### src/rtl/fcd_pkg.sv
package fcd_pkg;
  localparam int          DATA_W   = 32;
  localparam logic [7:0]  PW_VAL   = 8'h5A;
  localparam int          PW_LSB   = 24;
  localparam int          SRC_W    = 4;
  localparam int          B_EN     = 4;
  localparam int          B_KILL   = 5;
  localparam int          B_BUSY   = 7;
  localparam int          B_FLIP   = 8;
  localparam int          B_MODE   = 9;

  typedef enum logic {SEL_CTRL = 1'b0, SEL_DIV = 1'b1} reg_sel_e;

  typedef struct packed {
    logic [1:0]       mode;
    logic             flip;
    logic             kill;
    logic             en;
    logic [SRC_W-1:0] src;
  } ctrl_t;
endpackage

### src/rtl/fcd_regs.sv
module fcd_regs
  import fcd_pkg::*;
#(
  parameter int INT_W  = 12,
  parameter int FRAC_W = 12
) (
  input  logic              clk_i,
  input  logic              rst_ni,
  input  logic              wr_en_i,
  input  logic              wr_sel_i,
  input  logic [DATA_W-1:0] wr_data_i,
  input  logic              busy_i,
  output ctrl_t             ctrl_o,
  output logic [INT_W-1:0]  int_o,
  output logic [FRAC_W-1:0] frac_o
);
  ctrl_t             ctrl_q;
  logic [INT_W-1:0]  int_q;
  logic [FRAC_W-1:0] frac_q;
  logic              pw_ok;

  assign pw_ok = wr_en_i && (wr_data_i[PW_LSB +: 8] == PW_VAL);

  always_ff @(posedge clk_i or negedge rst_ni) begin
    if (!rst_ni) begin
      ctrl_q <= '0;
      int_q  <= '0;
      frac_q <= '0;
    end else if (pw_ok) begin
      if (wr_sel_i == SEL_CTRL) begin
        ctrl_q.en   <= wr_data_i[B_EN];
        ctrl_q.kill <= wr_data_i[B_KILL];
        ctrl_q.flip <= wr_data_i[B_FLIP];
        if (!busy_i) begin
          ctrl_q.src  <= wr_data_i[SRC_W-1:0];
          ctrl_q.mode <= wr_data_i[B_MODE +: 2];
        end
      end else if (!busy_i) begin
        int_q  <= wr_data_i[FRAC_W +: INT_W];
        frac_q <= wr_data_i[FRAC_W-1:0];
      end
    end
  end

  assign ctrl_o = ctrl_q;
  assign int_o  = int_q;
  assign frac_o = frac_q;

  assert_pw_gate_R2: assert property (@(posedge clk_i) disable iff (!rst_ni)
    (wr_en_i && wr_data_i[PW_LSB +: 8] != PW_VAL) |=> $stable({ctrl_q, int_q, frac_q}));

  assert_lock_R11: assert property (@(posedge clk_i) disable iff (!rst_ni)
    (busy_i && wr_en_i) |=> $stable({ctrl_q.src, ctrl_q.mode, int_q, frac_q}));
endmodule

### src/rtl/fcd_src_mux.sv
module fcd_src_mux
  import fcd_pkg::*;
#(
  parameter int NUM_SRC = 8
) (
  input  logic               rst_ni,
  input  logic [SRC_W-1:0]   sel_i,
  input  logic [NUM_SRC-1:0] ticks_i,
  output logic               tick_o
);
  always_comb begin
    tick_o = 1'b0;
    for (int i = 1; i < NUM_SRC; i++) begin
      if (sel_i == SRC_W'(i)) tick_o = ticks_i[i];
    end
  end

  always_comb begin
    if (rst_ni && sel_i == '0) assert_ground_R10: assert (tick_o == 1'b0);
  end
endmodule

### src/rtl/fcd_gen.sv
module fcd_gen #(
  parameter int INT_W  = 12,
  parameter int FRAC_W = 12
) (
  input  logic              clk_i,
  input  logic              rst_ni,
  input  logic              tick_i,
  input  logic              en_i,
  input  logic              kill_i,
  input  logic              fo_i,
  input  logic [INT_W-1:0]  int_i,
  input  logic [FRAC_W-1:0] frac_i,
  output logic              busy_o,
  output logic              out_o
);
  localparam int CNT_W = INT_W + 1;

  logic              busy_q, out_q;
  logic [CNT_W-1:0]  cnt_q, len_q, int_eff, len_next, cnt_inc;
  logic [FRAC_W-1:0] acc_q, acc_next;
  logic [FRAC_W:0]   sum;
  logic              last;

  assign int_eff  = (int_i < INT_W'(2)) ? CNT_W'(2) : {1'b0, int_i};
  assign sum      = {1'b0, acc_q} + {1'b0, frac_i};
  assign len_next = int_eff + ((fo_i && sum[FRAC_W]) ? CNT_W'(1) : CNT_W'(0));
  assign acc_next = fo_i ? sum[FRAC_W-1:0] : acc_q;
  assign cnt_inc  = cnt_q + CNT_W'(1);
  assign last     = (cnt_q == len_q - CNT_W'(1));

  always_ff @(posedge clk_i or negedge rst_ni) begin
    if (!rst_ni) begin
      busy_q <= 1'b0;
      out_q  <= 1'b0;
      cnt_q  <= '0;
      len_q  <= '0;
      acc_q  <= '0;
    end else if (kill_i) begin
      busy_q <= 1'b0;
      out_q  <= 1'b0;
      cnt_q  <= '0;
      acc_q  <= '0;
    end else if (tick_i) begin
      if (!busy_q) begin
        if (en_i) begin
          // first period: accumulator starts from zero, no carry possible
          busy_q <= 1'b1;
          out_q  <= 1'b1;
          cnt_q  <= '0;
          len_q  <= int_eff;
          acc_q  <= fo_i ? frac_i : '0;
        end
      end else if (last) begin
        cnt_q <= '0;
        if (en_i) begin
          out_q <= 1'b1;
          len_q <= len_next;
          acc_q <= acc_next;
        end else begin
          busy_q <= 1'b0;
          out_q  <= 1'b0;
          acc_q  <= '0;
        end
      end else begin
        cnt_q <= cnt_inc;
        out_q <= (cnt_inc < (len_q >> 1));
      end
    end
  end

  assign busy_o = busy_q;
  assign out_o  = out_q;

  assert_kill_halts_R9: assert property (@(posedge clk_i) disable iff (!rst_ni)
    kill_i |=> (!busy_q && !out_q));

  assert_idle_quiet_R8: assert property (@(posedge clk_i) disable iff (!rst_ni)
    !busy_q |-> !out_q);

  assert_len_bound_R5: assert property (@(posedge clk_i) disable iff (!rst_ni)
    busy_q |-> (len_q >= CNT_W'(2) && len_q <= int_eff + CNT_W'(1)));

  assert_busy_rise_R7: assert property (@(posedge clk_i) disable iff (!rst_ni)
    $rose(busy_q) |-> $past(tick_i && en_i && !kill_i));

  assert_clean_stop_R8: assert property (@(posedge clk_i) disable iff (!rst_ni)
    ($fell(busy_q) && !$past(kill_i)) |-> $past(tick_i && !en_i && last));
endmodule

### src/rtl/frac_clk_div.sv
module frac_clk_div
  import fcd_pkg::*;
#(
  parameter int NUM_SRC = 8,
  parameter int INT_W   = 12,
  parameter int FRAC_W  = 12
) (
  input  logic               clk_i,
  input  logic               rst_ni,
  input  logic               wr_en_i,
  input  logic               wr_sel_i,
  input  logic [31:0]        wr_data_i,
  input  logic [NUM_SRC-1:0] src_tick_i,
  output logic [31:0]        ctrl_rdata_o,
  output logic [31:0]        div_rdata_o,
  output logic               clk_o
);
  localparam int DIV_USED = INT_W + FRAC_W;

  ctrl_t             ctrl;
  logic [INT_W-1:0]  int_val;
  logic [FRAC_W-1:0] frac_val;
  logic              tick, busy, gen_out;

  fcd_regs #(.INT_W(INT_W), .FRAC_W(FRAC_W)) u_regs (
    .clk_i    (clk_i),
    .rst_ni   (rst_ni),
    .wr_en_i  (wr_en_i),
    .wr_sel_i (wr_sel_i),
    .wr_data_i(wr_data_i),
    .busy_i   (busy),
    .ctrl_o   (ctrl),
    .int_o    (int_val),
    .frac_o   (frac_val)
  );

  fcd_src_mux #(.NUM_SRC(NUM_SRC)) u_mux (
    .rst_ni (rst_ni),
    .sel_i  (ctrl.src),
    .ticks_i(src_tick_i),
    .tick_o (tick)
  );

  fcd_gen #(.INT_W(INT_W), .FRAC_W(FRAC_W)) u_gen (
    .clk_i (clk_i),
    .rst_ni(rst_ni),
    .tick_i(tick),
    .en_i  (ctrl.en),
    .kill_i(ctrl.kill),
    .fo_i  (ctrl.mode != 2'b00),
    .int_i (int_val),
    .frac_i(frac_val),
    .busy_o(busy),
    .out_o (gen_out)
  );

  always_comb begin
    ctrl_rdata_o = '0;
    ctrl_rdata_o[SRC_W-1:0]   = ctrl.src;
    ctrl_rdata_o[B_EN]        = ctrl.en;
    ctrl_rdata_o[B_KILL]      = ctrl.kill;
    ctrl_rdata_o[B_BUSY]      = busy;
    ctrl_rdata_o[B_FLIP]      = ctrl.flip;
    ctrl_rdata_o[B_MODE +: 2] = ctrl.mode;
  end

  assign div_rdata_o = 32'({int_val, frac_val});
  assign clk_o       = gen_out ^ ctrl.flip;

  assert_flip_out_R12: assert property (@(posedge clk_i) disable iff (!rst_ni)
    (!busy && !ctrl.kill) |-> (clk_o == ctrl.flip));

  assert_div_width_R3: assert property (@(posedge clk_i) disable iff (!rst_ni)
    div_rdata_o[31:DIV_USED] == '0);
endmodule

### config.mk
export PLATFORM = sky130hd
export DESIGN_NAME = frac_clk_div
export DESIGN_NICKNAME = d
export VERILOG_FILES = /design/src/rtl/fcd_pkg.sv /design/src/rtl/fcd_regs.sv /design/src/rtl/fcd_src_mux.sv /design/src/rtl/fcd_gen.sv /design/src/rtl/frac_clk_div.sv
export SDC_FILE = /design/constraint.sdc
export NUM_CORES = 1
export LEC_CHECK = 0
export BUFFER_PORTS_ARGS = -buffer_cell sky130_fd_sc_hd__buf_2
export CAP_MARGIN = 20
export CORE_MARGIN = 2
export CORE_UTILIZATION = 55
export DETAILED_ROUTE_END_ITERATION = 6
export PLACE_DENSITY_LB_ADDON = 0.12
export REMOVE_ABC_BUFFERS = 1
export SLEW_MARGIN = 20
export SYNTH_ARGS = -nofsm -noshare
export SYNTH_HDL_FRONTEND = slang
export SYNTH_SLANG_ARGS = --single-unit
### constraint.sdc
create_clock -name clk_i -period 9.5 [get_ports clk_i]
set_input_delay 0.475 -clock clk_i [delete_from_list [all_inputs] [get_ports clk_i]]
set_output_delay 0.475 -clock clk_i [all_outputs]
set_load 0.01 [all_outputs]
* Word-level counts from Yosys, hierarchy flattened
Cells that the tools add are included.
** Cells by class
- Add/sub/neg operators :: 4
- $lt $le $gt $ge :: 2
- Eq/ne operators :: 13
- Mux-type cells :: 36
- Bitwise operators :: 4
- Reduce and logical (&&, ||, !) cells :: 12
** Operators with widths (number)
- $mux 13 :: 9
- $mux 12 :: 9
- $mux 1 :: 18
- $eq 4x3->1 const B :: 4
- $add 12x12->13 :: 1
- $add 13x1->13 const B :: 1
- $add 13x13->13 :: 1
- $eq 13x13->1 :: 1
- $lt 13x12->1 :: 1
- $sub 13x1->13 const B :: 1
- $lt 12x2->1 const B :: 1
- $eq 4x2->1 const B :: 2
- $eq 8x7->1 const B :: 1
- $reduce_and 3->1 :: 2
- $reduce_bool 2->1 :: 3
- $reduce_and 5->1 :: 1
- $eq 4x1->1 const B :: 1
- $ne 2x2->1 const B :: 2
- $ne 4x3->1 const B :: 1
- $reduce_and 2->1 :: 2
- $reduce_and 4->1 :: 1
- $ne 3x3->1 const B :: 1
- $not 1->1 :: 3
- $reduce_bool 3->1 :: 1
- other kinds (2) :: 3
** Word-level totals
- Register bits :: 73
- Bits of input ports :: 44
- Output and inout bits :: 65

* Longest topological paths before layout
- Depth in word-level cells :: 10
- Mapped depth :: 17
- Mapped depth without buffers :: 17

* By module
A second synthesis with hierarchy kept.
** Second synthesis, totals
- Cells, all modules :: 531
- Area, all modules :: 5363.9 um^2
** Modules (own cells, without submodules)
- fcd_gen :: instances 1, cells each 416, area each 3651.0 um^2, seq. area each 1001.0 um^2
- fcd_regs :: instances 1, cells each 75, area each 1392.6 um^2, seq. area each 825.8 um^2
- frac_clk_div :: instances 1, cells each 34, area each 251.5 um^2, seq. area each 0.0 um^2
- fcd_src_mux :: instances 1, cells each 6, area each 68.8 um^2, seq. area each 0.0 um^2

* Worst setup path after synthesis
OpenSTA, ideal clock, no wires.
- Kind :: register to register
- From :: register u_regs.frac_q[0] (netlist: u_regs.frac_o[0])
- To :: register u_gen.len_q[0]
- Library setup time :: 0.129 ns
- Arrival :: 3.208 ns
- Data required time :: 9.371 ns
- Path slack :: 6.163 ns
- Stages on the path, launching flop included :: 15
- Clock period less this slack :: 3.337 ns
- Cells stage by stage :: dfrtp_1 > ha_1 > inv_1 > fa_1 > nand2b_1 > a21oi_1 > o31ai_1 > a211oi_1 > a21o_1 > a21oi_1 > o21ai_0 > ha_1 > or4_2 > mux2i_1 > a22oi_1
** On the way
- Longest elaborated chain between the ends :: 7
** RTL lines
- start, declared :: line fcd_regs.sv:19 : logic [FRAC_W-1:0] frac_q;
- start signal, assigned :: line fcd_regs.sv:40 : frac_q <= wr_data_i[FRAC_W-1:0];
- $add 12x12->13 :: line fcd_gen.sv:25 : assign sum = {1'b0, acc_q} + {1'b0, frac_i};
- $logic_and 1x1->1 :: line fcd_gen.sv:26 : assign len_next = int_eff + ((fo_i && sum[FRAC_W]) ? CNT_W'(1) : CNT_W'(0));
- $mux 1 :: line fcd_gen.sv:26
- $add 13x13->13 :: line fcd_gen.sv:26
- $mux 13 :: line fcd_gen.sv:55 : if (en_i) begin
- $mux 13 :: line fcd_gen.sv:53 : end else if (last) begin
- $mux 13 :: line fcd_gen.sv:44 : if (!busy_q) begin
- end signal, assigned :: line fcd_gen.sv:50 : len_q <= int_eff;
- end signal, assigned :: line fcd_gen.sv:57 : len_q <= len_next;
- end, declared :: line fcd_gen.sv:19 : logic [CNT_W-1:0] cnt_q, len_q, int_eff, len_next, cnt_inc;
Every way passes these cells. The select of a mux whose other input is x is not followed.
A chain may end at the register's enable or synchronous reset.

* Worst setup path in the final report
Ends and elaborated chain as after synthesis.

==> results.json <==
{
  "overflow": 0,
  "start_kind": "flop",
  "synthTopCellsByCount": "73 x dfrtp_1, 49 x mux2_2, 33 x buf_4, 27 x ha_1, 27 x nor2_1",
  "die_width_um": 101,
  "dieArea_um2": 10200,
  "first_global_vias": 3919,
  "layout-drive-gt1-share_pct": 26.9,
  "slew_headroom_pct": 37.2,
  "clockBufferDepth": 2,
  "highest_layer": "met4",
  "placed_cell_area_um2": 5450,
  "crit_slowest_cell": "or4_2",
  "dp_slack_ns": 5.69,
  "clkPwrFrac_pct": 37.9,
  "crit_chain": "ha_1 > inv_1 > fa_1 > nand2b_1 > a21oi_1 > o31ai_1 > a211oi_1 > a21o_1 > a21oi_1 > o21ai_0 > ha_1 > or4_2 > mux2i_1 > a22oi_1",
  "finalCritPeriodShare_pct": 40.7,
  "synthArstFlopShare_pct": 100,
  "syn_to_final_growth_pct": 9.40,
  "tritoncts": "done",
  "synth_enable_flop_cells": 0,
  "synth_cells": 519,
  "setup_ws_ns": 5.64,
  "die_h_um": 101,
  "initial_utilization_pct": 56.3,
  "wl_met1_mm": 5.35,
  "tns_ns": 0,
  "vias": 4028,
  "finalMaxSlewViolations": 0,
  "drt_iter0_drc": 201,
  "p_sw_mw": 0.167,
  "switching_share_pct": 26.4,
  "drtAntennaViolNets": 0,
  "grt_max_degree": 74,
  "antenna_found_initial": 0,
  "power.internal_mw": 0.465,
  "worstMarginPinSlew_ns": 0.943,
  "post_cts_buffers": 0,
  "multiInputGateArea_um2": 3000,
  "grt_pass1_wl_mm": 18.9,
  "drcViolationCount": 0,
  "fill_cells": 791,
  "critPathKind": "flop to flop",
  "globalplace.congestion": 0.895,
  "cts_sinks": 73,
  "power_leakage_nw": 2.90,
  "dr_wl_met3_um": 500,
  "outcome": "completed",
  "final_util_pct": 61.6,
  "synth_largest_area_cell": "dfrtp_1",
  "clk_pin_slew_worst_paths_ns": 0.08,
  "place_hpwl_mm": 8.81,
  "worst-path-max-fanout": 4,
  "htree_levels": 3,
  "pwr_density_cell_nw_per_um2": 112,
  "regArea_um2": 1830,
  "yosysMostFrequentCell": "dfrtp_1",
  "hold_class": "input port to async pin",
  "ys_types": 71,
  "grt_use_total_pct": 23.7,
  "synth_top_area_share_pct": 35.5,
  "synth-seq-cells": 73,
  "finClkSkew_ns": 0.0130,
  "cts_resized": 0,
  "synth.top_cells.by_area": "dfrtp_1 35%, mux2_2 11%, ha_1 6.6%",
  "final-hold-violation-count": 0,
  "finalSetupViolCount": 0,
  "cpPeakStageDelay_ns": 0.66,
  "avgViaCountPerCell": 5.73,
  "wl_met2_mm": 5.58,
  "finalCriticalPeriod_ns": 3.86,
  "io_pins": 109,
  "final_cell_area_um2": 5630,
  "numPortBuffers": 77,
  "cts-root-buf": "clkbuf_8",
  "cp-end-kind": "flop",
  "yosys_warnings": 0,
  "rsz0062_at_grt": "no",
  "synth.avg_cell_area_um2": 9.92,
  "maxCapViolations": 0,
  "fmax_mhz": 259,
  "ir_worst_vdd_mv": 0.0753,
  "pwr-share-comb_pct": 10.1,
  "syn-cell-area_um2": 5150,
  "worstPathArrival_ns": 4.07,
  "cts_hold_buf": 0,
  "nNetsFinal": 659,
  "clk_latency_ns": 0.35,
  "p_total_mw": 0.632,
  "seqPwrFrac_pct": 52.0,
  "fp.coreArea_um2": 9150,
  "drtPass1Iterations": 4,
  "antennaDiodeCount": 0,
  "cts_buffers": 9,
  "post_drt_wl_per_cell_um": 16.5,
  "synth_seq_area_share_pct": 35.5,
  "rows": 35,
  "ys.flop_type": "dfrtp_1",
  "worstPathRequired_ns": 9.70,
  "finalWirelength_mm": 11.6
}
path summary, 6_finish.rpt:
kind	cells past startpoint	slack, ns	to	startpoint
min	1	0.23	u_gen.cnt_q[9]	rst_ni
max in group asynchronous	1	8.63	u_gen.cnt_q[3]	rst_ni
min in group clk_i	2	0.34	u_regs.int_o[11]	wr_data_i[23]
max	14	5.64	u_gen.len_q[0]	u_regs.frac_o[0]
min reg2reg	1	0.52	u_gen.acc_q[8]	u_gen.acc_q[8]
max reg2reg	14	5.64	u_gen.len_q[0]	u_regs.frac_o[0]
layer usage:
| layer | track usage [%] | vias up |
|---|---|---|
| met3 | 3.19 | 19 |
| met4 | 7.90 | 0 |
| met5 | 0 | - |
| met1 | 31.9 | 1965 |
| li1 | - | 1949 |
| met2 | 39.6 | 95 |
critical path: cells and delay by family (launching register included):
kind	cells	cell delay, ns
compound gates	7	1.35
buf+inv	1	0.06
flops	1	0.41
mux	1	0.17
simple gates	2	0.86
fa+ha+maj	3	0.88
power by group through the flow:
stage | combinational [mW] | clock (mW) | sequential (mW)
after floorplan | 0.0342 | 0 | 0.334
after CTS | 0.0641 | 0.245 | 0.329
after detailed placement | 0.0637 | 0 | 0.335
after global routing | 0.0716 | 0.257 | 0.330
final | 0.0635 | 0.240 | 0.329
after global placement | 0.0621 | 0 | 0.334
kinds of logic after synthesis:
kind of cell	after synthesis	share of synthesized area, %
flops	73	35.5
fa+ha+maj	28	6.95
mux	61	13.3
xor+xnor	39	6.63
simple gates	147	15.7
compound gates	98	13.2
buf+inv	72	8.67
other cells	1	0.0728
stage by stage:
stage               instances  hold WS (ns)
floorplan                 496         0.179
global placement          687         0.492
detailed placement        687         0.500
CTS                       703         0.280
global route              703         0.335
finish                    703         0.228
cell type report:
type | count | area share, %
Multi-Input combinational cell | 403 | 53.2
Timing Repair Buffer | 80 | 7.28
Tap cell | 111 | 2.47
Inverter | 20 | 1.33
Clock inverter | 5 | 0.999
Clock buffer | 11 | 2.33
Sequential cell | 73 | 32.4
registers in the layout (all words and copies together), names as in the netlist:
name / cells
u_regs.frac_o: 12
u_gen.busy_o: 1
u_gen.acc_q: 12
u_gen.cnt_q: 13
u_regs.ctrl_o: 9
u_regs.int_o: 12
u_gen.out_o: 1
u_gen.len_q: 13
cells in the final DEF (no fill, tap or decap), types with 3 or more instances in the layout:
| cell type | instances |
|---|---|
| a21oi_1 | 26 |
| buf_4 | 4 |
| nand2b_1 | 8 |
| o2bb2ai_1 | 4 |
| nor2b_1 | 7 |
| nor2_1 | 27 |
| mux2i_1 | 11 |
| and3_1 | 7 |
| nand2_1 | 25 |
| xor2_1 | 17 |
| conb_1 | 30 |
| inv_1 | 20 |
| a21o_1 | 6 |
| a31oi_1 | 4 |
| or3_1 | 3 |
| nor4_1 | 4 |
| buf_2 | 76 |
| xnor2_1 | 22 |
| a211oi_1 | 4 |
| a21boi_0 | 3 |
| dfrtp_1 | 73 |
| o21ai_0 | 19 |
| nor3_1 | 12 |
| nand3b_1 | 7 |
| nand3_1 | 19 |
| ha_1 | 27 |
| mux2_2 | 49 |
| clkbuf_8 | 9 |
| nand4_1 | 5 |
| a22o_1 | 10 |
(Power assumes the default switching activity.)
